[config.mk]
export PLATFORM = sky130hd
export DESIGN_NAME = pixel_unpack
export DESIGN_NICKNAME = d
export VERILOG_FILES = /design/src/rtl/pxu_pkg.sv /design/src/rtl/pxu_cfg_shadow.sv /design/src/rtl/pxu_lane.sv /design/src/rtl/pxu_decode.sv /design/src/rtl/pixel_unpack.sv
export SDC_FILE = /design/constraint.sdc
export NUM_CORES = 1
export LEC_CHECK = 0
export BUFFER_PORTS_ARGS = -buffer_cell sky130_fd_sc_hd__buf_2
export CORE_MARGIN = 1.5
export CORE_UTILIZATION = 63
export CTS_CLUSTER_SIZE = 40
export DETAILED_ROUTE_END_ITERATION = 7
export GPL_TIMING_DRIVEN = 0
export PLACE_DENSITY = 0.88
export RECOVER_POWER = 25
export SYNTH_ARGS = -nofsm -noshare
export SYNTH_HDL_FRONTEND = slang
export SYNTH_SLANG_ARGS = --single-unit
[constraint.sdc]
create_clock -name clk -period 6.4 [get_ports clk]
set_input_delay 0.96 -clock clk [delete_from_list [all_inputs] [get_ports clk]]
set_output_delay 0.96 -clock clk [all_outputs]
set_load 0.005 [all_outputs]
[src/rtl/pxu_pkg.sv]
`timescale 1ns/100ps
package pxu_pkg;
  localparam int WORD_W  = 32;
  localparam int PIX_W   = 32;
  localparam int CODE_W  = 5;
  localparam int NBYTES  = WORD_W / 8;
  localparam int CARRY_W = 16;

  localparam int BIT_FULLA = 5;
  localparam int BIT_SWAP  = 6;
  localparam int BIT_BE    = 23;
  localparam int BIT_HOLD  = 31;

  localparam logic [CODE_W-1:0] C_RGB565   = 5'h00;
  localparam logic [CODE_W-1:0] C_RGB888   = 5'h01;
  localparam logic [CODE_W-1:0] C_XRGB32   = 5'h02;
  localparam logic [CODE_W-1:0] C_ARGB8565 = 5'h04;
  localparam logic [CODE_W-1:0] C_ARGB8888 = 5'h05;
  localparam logic [CODE_W-1:0] C_ARGB1555 = 5'h06;
  localparam logic [CODE_W-1:0] C_ARGB4444 = 5'h07;

  typedef enum logic [1:0] {PK_16 = 2'd0, PK_24 = 2'd1, PK_32 = 2'd2} pack_e;

  typedef struct packed {
    logic              be;
    logic              swap;
    logic              full_a;
    logic [CODE_W-1:0] code;
  } cfg_t;

  function automatic pack_e pack_of(input logic [CODE_W-1:0] c);
    case (c)
      C_RGB565, C_ARGB1555, C_ARGB4444: return PK_16;
      C_RGB888, C_ARGB8565:             return PK_24;
      default:                          return PK_32;
    endcase
  endfunction

  function automatic logic [7:0] wid5(input logic [4:0] v);
    return {v, v[4:2]};
  endfunction

  function automatic logic [7:0] wid6(input logic [5:0] v);
    return {v, v[5:4]};
  endfunction

  function automatic logic [7:0] wid4(input logic [3:0] v);
    return {v, v};
  endfunction

  function automatic logic [7:0] alpha8(input logic [7:0] a, input logic full);
    if (full)      return a;
    else if (a[7]) return 8'hFF;
    else           return {a[6:0], 1'b0};
  endfunction
endpackage

[src/rtl/pxu_cfg_shadow.sv]
`timescale 1ns/100ps
module pxu_cfg_shadow
  import pxu_pkg::*;
(
  input  logic              clk,
  input  logic              rst_n,
  input  logic [WORD_W-1:0] cfg_in,
  input  logic              frame_sync,
  output cfg_t              act,
  output logic              restart
);
  cfg_t inc;
  logic load;
  logic cfg_unused;

  assign inc.be     = cfg_in[BIT_BE];
  assign inc.swap   = cfg_in[BIT_SWAP];
  assign inc.full_a = cfg_in[BIT_FULLA];
  assign inc.code   = cfg_in[CODE_W-1:0];
  assign cfg_unused = ^{cfg_in[30:24], cfg_in[22:7]};

  always_comb begin
    load    = !cfg_in[BIT_HOLD] || frame_sync;
    restart = frame_sync || (load && (inc != act));
  end

  always_ff @(posedge clk) begin
    if (!rst_n)    act <= '0;
    else if (load) act <= inc;
  end

  // staged settings wait for the sync pulse
  p_hold_r11: assert property (@(posedge clk) disable iff (!rst_n)
    (cfg_in[BIT_HOLD] && !frame_sync) |=> $stable(act));
  // the sync pulse applies the settings seen in its cycle
  p_apply_r11: assert property (@(posedge clk) disable iff (!rst_n)
    frame_sync |=> (act == $past(inc)));
endmodule

[src/rtl/pxu_lane.sv]
`timescale 1ns/100ps
module pxu_lane
  import pxu_pkg::*;
(
  input  logic              clk,
  input  logic              rst_n,
  input  logic              restart,
  input  logic              fire,
  input  pack_e             pack,
  input  logic              be,
  input  logic [WORD_W-1:0] word,
  output logic [WORD_W-1:0] raw,
  output logic              last
);
  logic               sub;
  logic [1:0]         phase;
  logic [CARRY_W-1:0] carry;
  logic [23:0]        p24_sel, p24;
  logic [15:0]        h16;
  logic [WORD_W-1:0]  w_rev;

  for (genvar k = 0; k < NBYTES; k++) begin : g_rev
    assign w_rev[8*k +: 8] = word[8*(NBYTES-1-k) +: 8];
  end

  always_comb begin
    case (phase)
      2'd0:    p24_sel = word[23:0];
      2'd1:    p24_sel = {word[15:0], carry[7:0]};
      default: p24_sel = sub ? word[31:8] : {word[7:0], carry};
    endcase
    p24 = be ? {p24_sel[7:0], p24_sel[15:8], p24_sel[23:16]} : p24_sel;
    h16 = (sub ^ be) ? word[31:16] : word[15:0];
    case (pack)
      PK_16: begin raw = {16'h0, h16}; last = sub; end
      PK_24: begin raw = {8'h0, p24};  last = (phase != 2'd2) || sub; end
      default: begin raw = be ? w_rev : word; last = 1'b1; end
    endcase
  end

  always_ff @(posedge clk) begin
    if (!rst_n || restart) begin
      sub   <= 1'b0;
      phase <= 2'd0;
      carry <= '0;
    end else if (fire) begin
      case (pack)
        PK_16: sub <= !sub;
        PK_24: begin
          case (phase)
            2'd0: begin carry[7:0] <= word[31:24]; phase <= 2'd1; end
            2'd1: begin carry <= word[31:16];      phase <= 2'd2; end
            default: begin
              if (sub) begin sub <= 1'b0; phase <= 2'd0; end
              else sub <= 1'b1;
            end
          endcase
        end
        default: ;
      endcase
    end
  end

  // lane phase never leaves the three-word cycle
  p_phase_legal_r3: assert property (@(posedge clk) disable iff (!rst_n)
    phase != 2'd3);
  // the first word of a group hands over to the second
  p_phase_step_r3: assert property (@(posedge clk) disable iff (!rst_n)
    (fire && !restart && pack == PK_24 && phase == 2'd0) |=> (phase == 2'd1));
  // first half of a 16-bit word is followed by the second half
  p_half_step_r2: assert property (@(posedge clk) disable iff (!rst_n)
    (fire && !restart && pack == PK_16 && !sub) |=> sub);
endmodule

[src/rtl/pxu_decode.sv]
`timescale 1ns/100ps
module pxu_decode
  import pxu_pkg::*;
(
  input  logic [WORD_W-1:0] raw,
  input  cfg_t              cfg,
  output logic [PIX_W-1:0]  argb,
  output logic              bad
);
  logic [7:0] a, r, g, b;

  always_comb begin
    bad = 1'b0;
    a = 8'hFF; r = '0; g = '0; b = '0;
    case (cfg.code)
      C_RGB565: begin
        r = wid5(raw[15:11]); g = wid6(raw[10:5]); b = wid5(raw[4:0]);
      end
      C_ARGB1555: begin
        if (cfg.swap) begin
          r = wid5(raw[15:11]); g = wid5(raw[10:6]); b = wid5(raw[5:1]);
          a = {8{raw[0]}};
        end else begin
          a = {8{raw[15]}};
          r = wid5(raw[14:10]); g = wid5(raw[9:5]); b = wid5(raw[4:0]);
        end
      end
      C_ARGB4444: begin
        if (cfg.swap) begin
          r = wid4(raw[15:12]); g = wid4(raw[11:8]); b = wid4(raw[7:4]);
          a = wid4(raw[3:0]);
        end else begin
          a = wid4(raw[15:12]);
          r = wid4(raw[11:8]); g = wid4(raw[7:4]); b = wid4(raw[3:0]);
        end
      end
      C_RGB888: begin
        r = raw[23:16]; g = raw[15:8]; b = raw[7:0];
      end
      C_ARGB8565: begin
        if (cfg.swap) begin
          r = wid5(raw[23:19]); g = wid6(raw[18:13]); b = wid5(raw[12:8]);
          a = alpha8(raw[7:0], cfg.full_a);
        end else begin
          a = alpha8(raw[23:16], cfg.full_a);
          r = wid5(raw[15:11]); g = wid6(raw[10:5]); b = wid5(raw[4:0]);
        end
      end
      C_XRGB32: begin
        if (cfg.swap) begin r = raw[31:24]; g = raw[23:16]; b = raw[15:8]; end
        else          begin r = raw[23:16]; g = raw[15:8];  b = raw[7:0];  end
      end
      C_ARGB8888: begin
        if (cfg.swap) begin
          r = raw[31:24]; g = raw[23:16]; b = raw[15:8];
          a = alpha8(raw[7:0], cfg.full_a);
        end else begin
          a = alpha8(raw[31:24], cfg.full_a);
          r = raw[23:16]; g = raw[15:8]; b = raw[7:0];
        end
      end
      default: begin
        bad = 1'b1;
        a   = 8'h00;
      end
    endcase
    argb = {a, r, g, b};
  end
endmodule

[src/rtl/pixel_unpack.sv]
`timescale 1ns/100ps
module pixel_unpack
  import pxu_pkg::*;
(
  input  logic              clk,
  input  logic              rst_n,
  input  logic [WORD_W-1:0] cfg_word,
  input  logic              frame_sync,
  input  logic              in_valid,
  output logic              in_ready,
  input  logic [WORD_W-1:0] in_data,
  output logic              out_valid,
  input  logic              out_ready,
  output logic [PIX_W-1:0]  out_argb,
  output logic              fmt_error
);
  cfg_t              act;
  logic              restart;
  pack_e             pack;
  logic              can_load, fire, last, bad;
  logic [WORD_W-1:0] raw;
  logic [PIX_W-1:0]  pix;

  pxu_cfg_shadow u_shadow (
    .clk(clk), .rst_n(rst_n), .cfg_in(cfg_word), .frame_sync(frame_sync),
    .act(act), .restart(restart)
  );

  assign pack     = pack_of(act.code);
  assign can_load = !out_valid || out_ready;
  assign fire     = in_valid && can_load;
  assign in_ready = can_load && last;

  pxu_lane u_lane (
    .clk(clk), .rst_n(rst_n), .restart(restart), .fire(fire),
    .pack(pack), .be(act.be), .word(in_data), .raw(raw), .last(last)
  );

  pxu_decode u_dec (
    .raw(raw), .cfg(act), .argb(pix), .bad(bad)
  );

  always_ff @(posedge clk) begin
    if (!rst_n) begin
      out_valid <= 1'b0;
      out_argb  <= '0;
      fmt_error <= 1'b0;
    end else begin
      if (can_load) begin
        out_valid <= fire;
        if (fire) out_argb <= pix;
      end
      if (fire && bad) fmt_error <= 1'b1;
    end
  end

  // a stalled pixel is held
  p_stall_hold_r10: assert property (@(posedge clk) disable iff (!rst_n)
    (out_valid && !out_ready) |=> (out_valid && $stable(out_argb)));
  // no input is taken during a stall
  p_no_take_r10: assert property (@(posedge clk) disable iff (!rst_n)
    (out_valid && !out_ready) |-> !in_ready);
  // a taken word shows a pixel one clock later
  p_latency_r10: assert property (@(posedge clk) disable iff (!rst_n)
    (in_valid && in_ready) |=> out_valid);
  // error flag is sticky
  p_sticky_r9: assert property (@(posedge clk) disable iff (!rst_n)
    fmt_error |=> fmt_error);
  // the pixel that raises the flag is transparent black
  p_black_r9: assert property (@(posedge clk) disable iff (!rst_n)
    (out_valid && $rose(fmt_error)) |-> (out_argb == '0));
endmodule

==> impl_metrics.csv <==
group,metric,value,unit
critical_path,r2r-end,"out_argb[17]$_SDFFE_PN0P_",
power_and_ir_drop,p_total,0.00142,W
timing,fin_tns_setup,0,ns
synth,synth_enable_flop_cells,0,
critical_path,worstSetupStartpointType,"register",
power_and_ir_drop,p_leak,2.49,nW
global_route,grt_max_degree,12,
timing,holdWs,0.450,ns
global_route,track_usage,0.485,
critical_path,crit_type,"reg -> out",
critical_path,end_kind,"output port",
critical_path,crit_slowest_cell,"o21ai_0",
power_and_ir_drop,seq_power_share,0.288,
timing,fin_skew,0.0141,ns
routing,first_iter_violations,1438,
timing,rsz0062_at_grt,"false",
routing,drt_pass1_iterations,8,
critical_path,r2r_setup_slack,3.19,ns
clocking,cts_buffer_depth,2,
synth,netlist_top_cells_count,"nand2_1, mux2i_1, nor2_1",
global_route,first_global_vias,7095,
power_and_ir_drop,p_comb_frac,0.394,
floorplan,num_io_pins,104,
timing,fmax,286,MHz
routing,drc_errors,1,
power_and_ir_drop,ir_drop,0.153,mV
hold_path,hp-class,"reg -> reg",
routing,routed_via_density,7.55,
synth,synth_nets,890,
synth,ys.flop_type,"dfxtp_1",
final_layout,layout.nets,979,
critical_path,r2r_start,"u_shadow.act[4]$_SDFFE_PN0P_",
clocking,clk_pin_slew,0.07,ns
floorplan,die_h,103,µm
routing,drtAntennaViolNets,0,
hold_path,worstHoldStart,"out_argb[16]$_SDFFE_PN0P_",
routing,avgRoutedWirePerCell,24.6,µm
power_and_ir_drop,swShare,0.407,
power_and_ir_drop,power_density,200,mW/mm²
critical_path,path_cells,"buf_4 -> buf_2 -> and2_1 -> o21ai_0 -> o21ai_0 -> a21oi_1 -> buf_2",
floorplan,core-area,0.00973,mm²
synth,ys_warn_count,0,
synth,async_flop_share,0,
floorplan,start_util,0.649,
clocking,cts_root_buf,"clkbuf_8",
placement,numPortBuffers,78,
routing,drt-total-wl,25700,µm
floorplan,rows,36,
run_status,violations,"DRC",
critical_path,cp_top_family,"compound AO/OA/AOI/OAI gates",
timing,finalSetupViolations,0,
final_layout,area_delta_synth_final,12.5,%
placement,dp_hpwl,19100,µm
timing,finalHoldViolCount,0,
synth,synth.distinct_cells,77,
hold_path,holdPathEnd,"out_argb[16]$_SDFFE_PN0P_",
critical_path,slowest_delay,0.59,ns
synth,synthCells,821,
timing,fin_ws,2.90,ns
synth,yosysTopAreaCell,"dfxtp_1",
critical_path,worstPathRequired,5.44,ns
power_and_ir_drop,internal-power,0.000844,W
clocking,h-tree-depth,3,
floorplan,die_width,103,µm
timing,relSlewSlack,0.333,
floorplan,die_area,0.0106,mm²
synth,yosysMostFrequentCell,"nand2_1",
global_route,antenna_found_initial,0,
global_route,overflow,0,
synth,yosysSeqAreaShare,0.193,
clocking,cts_tree,"done",
timing,tightest_slew,1.00,ns
placement,detailedPlace.worstSlack,3.14,ns
critical_path,reg2reg_depth,7,
clocking,cts_inserted_buffers,9,
run_status,outcome,"complete, but fails checks",
final_layout,drive_gt1_frac,0.189,
synth,synthTopCellsByArea,"dfxtp_1, mux2i_1, nand2_1",
global_route,grt_pass1_wl,38800,µm
clocking,postCtsSetupBuffers,0,
synth,ys_ff_latch,61,
critical_path,worstPathArrival,2.54,ns
hold_path,hold_path_depth,2,
synth,avgSynthCellArea,7.70,µm²
clocking,clk-insertion-delay-late,0.38,ns
synth,synth_top_area_frac,0.193,
timing,period_minus_slack,3.50,ns
synth,synth.cell_area,0.00632,mm²
clocking,postCtsResizedCells,0,
final_layout,antenna_cells,0,
timing,finalCritPeriodShare,0.546,
power_and_ir_drop,p_clk_frac,0.318,
routing,vias,7909,
critical_path,cp_num_buf_inv,3,
power_and_ir_drop,switching_power,0.000579,W
placement,globalplace.congestion,1.14,
clocking,cts_sinks,61,
final_layout,fill_cells,800,
clocking,hold_buffers,0,
run,cap_violations,0,
final_layout,utilization,0.730,
timing,maxSlewViolCount,0,
critical_path,worst-path-max-fanout,10,
-- cell type report --
cell class	count	area, µm²	area share
Buffer	70	414	0.0583
Inverter	6	22.5	0.00317
Timing Repair Buffer	78	374	0.0526
Tap cell	133	166	0.0234
Clock buffer	10	138	0.0194
Multi-Input combinational cell	684	4660	0.656
Sequential cell	61	1220	0.172
Clock inverter	6	110	0.0155
-- metrics by stage --
step	std cells	cell area, µm²
finish	1048	7110
global route	1048	7110
CTS	1048	7120
detailed placement	1032	6880
global placement	1032	6880
floorplan	821	6320
-- worst register-to-register path: cells and delay by family, from the launching register on --
family	cells	cell delay, ns
buffers and inverters	1	0.30
AO/OA/AOI/OAI	5	2.00
flip-flops	1	0.40
AND/OR/NAND/NOR	1	0.38
-- power by group through the flow --
stage | sequential (W) | combinational (W) | clock (W)
after global routing | 0.000411 | 0.000577 | 0.000461
after CTS | 0.000409 | 0.000523 | 0.000445
final | 0.000409 | 0.000561 | 0.000453
after detailed placement | 0.000417 | 0.000519 | 0
after global placement | 0.000416 | 0.000513 | 0
after floorplan | 0.000417 | 0.000339 | 0
-- cells by family (layout without fill, tap and decap cells) --
family                    count (synthesis)  after routing  share of synthesized area
AOI/OAI and AO/OA                       269            269                      0.307
muxes                                   115            115                      0.200
xor gates and xnor gates                 13             13                     0.0252
buffers and inverters                    76            170                     0.0691
and+or+nand+nor                         287            287                      0.206
DFF                                      61             61                      0.193
-- layer usage --
layer	wire (µm)	GRT usage	part of all wire
met1	9430	0.644	0.37
met2	10400	0.692	0.40
met3	4250	0.168	0.16
met4	1660	0.249	0.065
met5	0	0	0
-- layout by cell type (no fill, tap or decap), drive strengths merged, types with 9 or more instances in the layout --
cell type  count
nand2        132
buf          105
mux2i         93
nor2          69
dfxtp         61
clkbuf        53
a21oi         45
o21ai         45
o22ai         26
nand3         25
a211oi        20
a31oi         19
a221oi        19
nor3          18
a32oi         16
o221ai        16
mux2          15
o211ai        14
xor2          10
and2           9
-- sequential cells by signal, summed over array words and instances (netlist names) --
name          count
fmt_error         1
out_argb         32
out_valid         1
u_lane.carry     16
u_lane.phase      2
u_lane.sub        1
u_shadow.act      8
-- worst max-delay path by stage --
stage                                 startpoint                        end  slack (ns)  cells past startpoint
finish              u_shadow.act[2]$_SDFFE_PN0P_                   in_ready        2.90                      7
global route        u_shadow.act[2]$_SDFFE_PN0P_                   in_ready        2.90                      7
CTS                 u_shadow.act[2]$_SDFFE_PN0P_                   in_ready        3.07                      7
detailed placement                    in_data[7]  out_argb[15]$_SDFFE_PN0P_        3.14                      8
global placement                      in_data[7]  out_argb[15]$_SDFFE_PN0P_        3.17                      8
floorplan                             in_data[0]   out_argb[8]$_SDFFE_PN0P_        3.73                      6
Power figures use the tool's default switching activity.
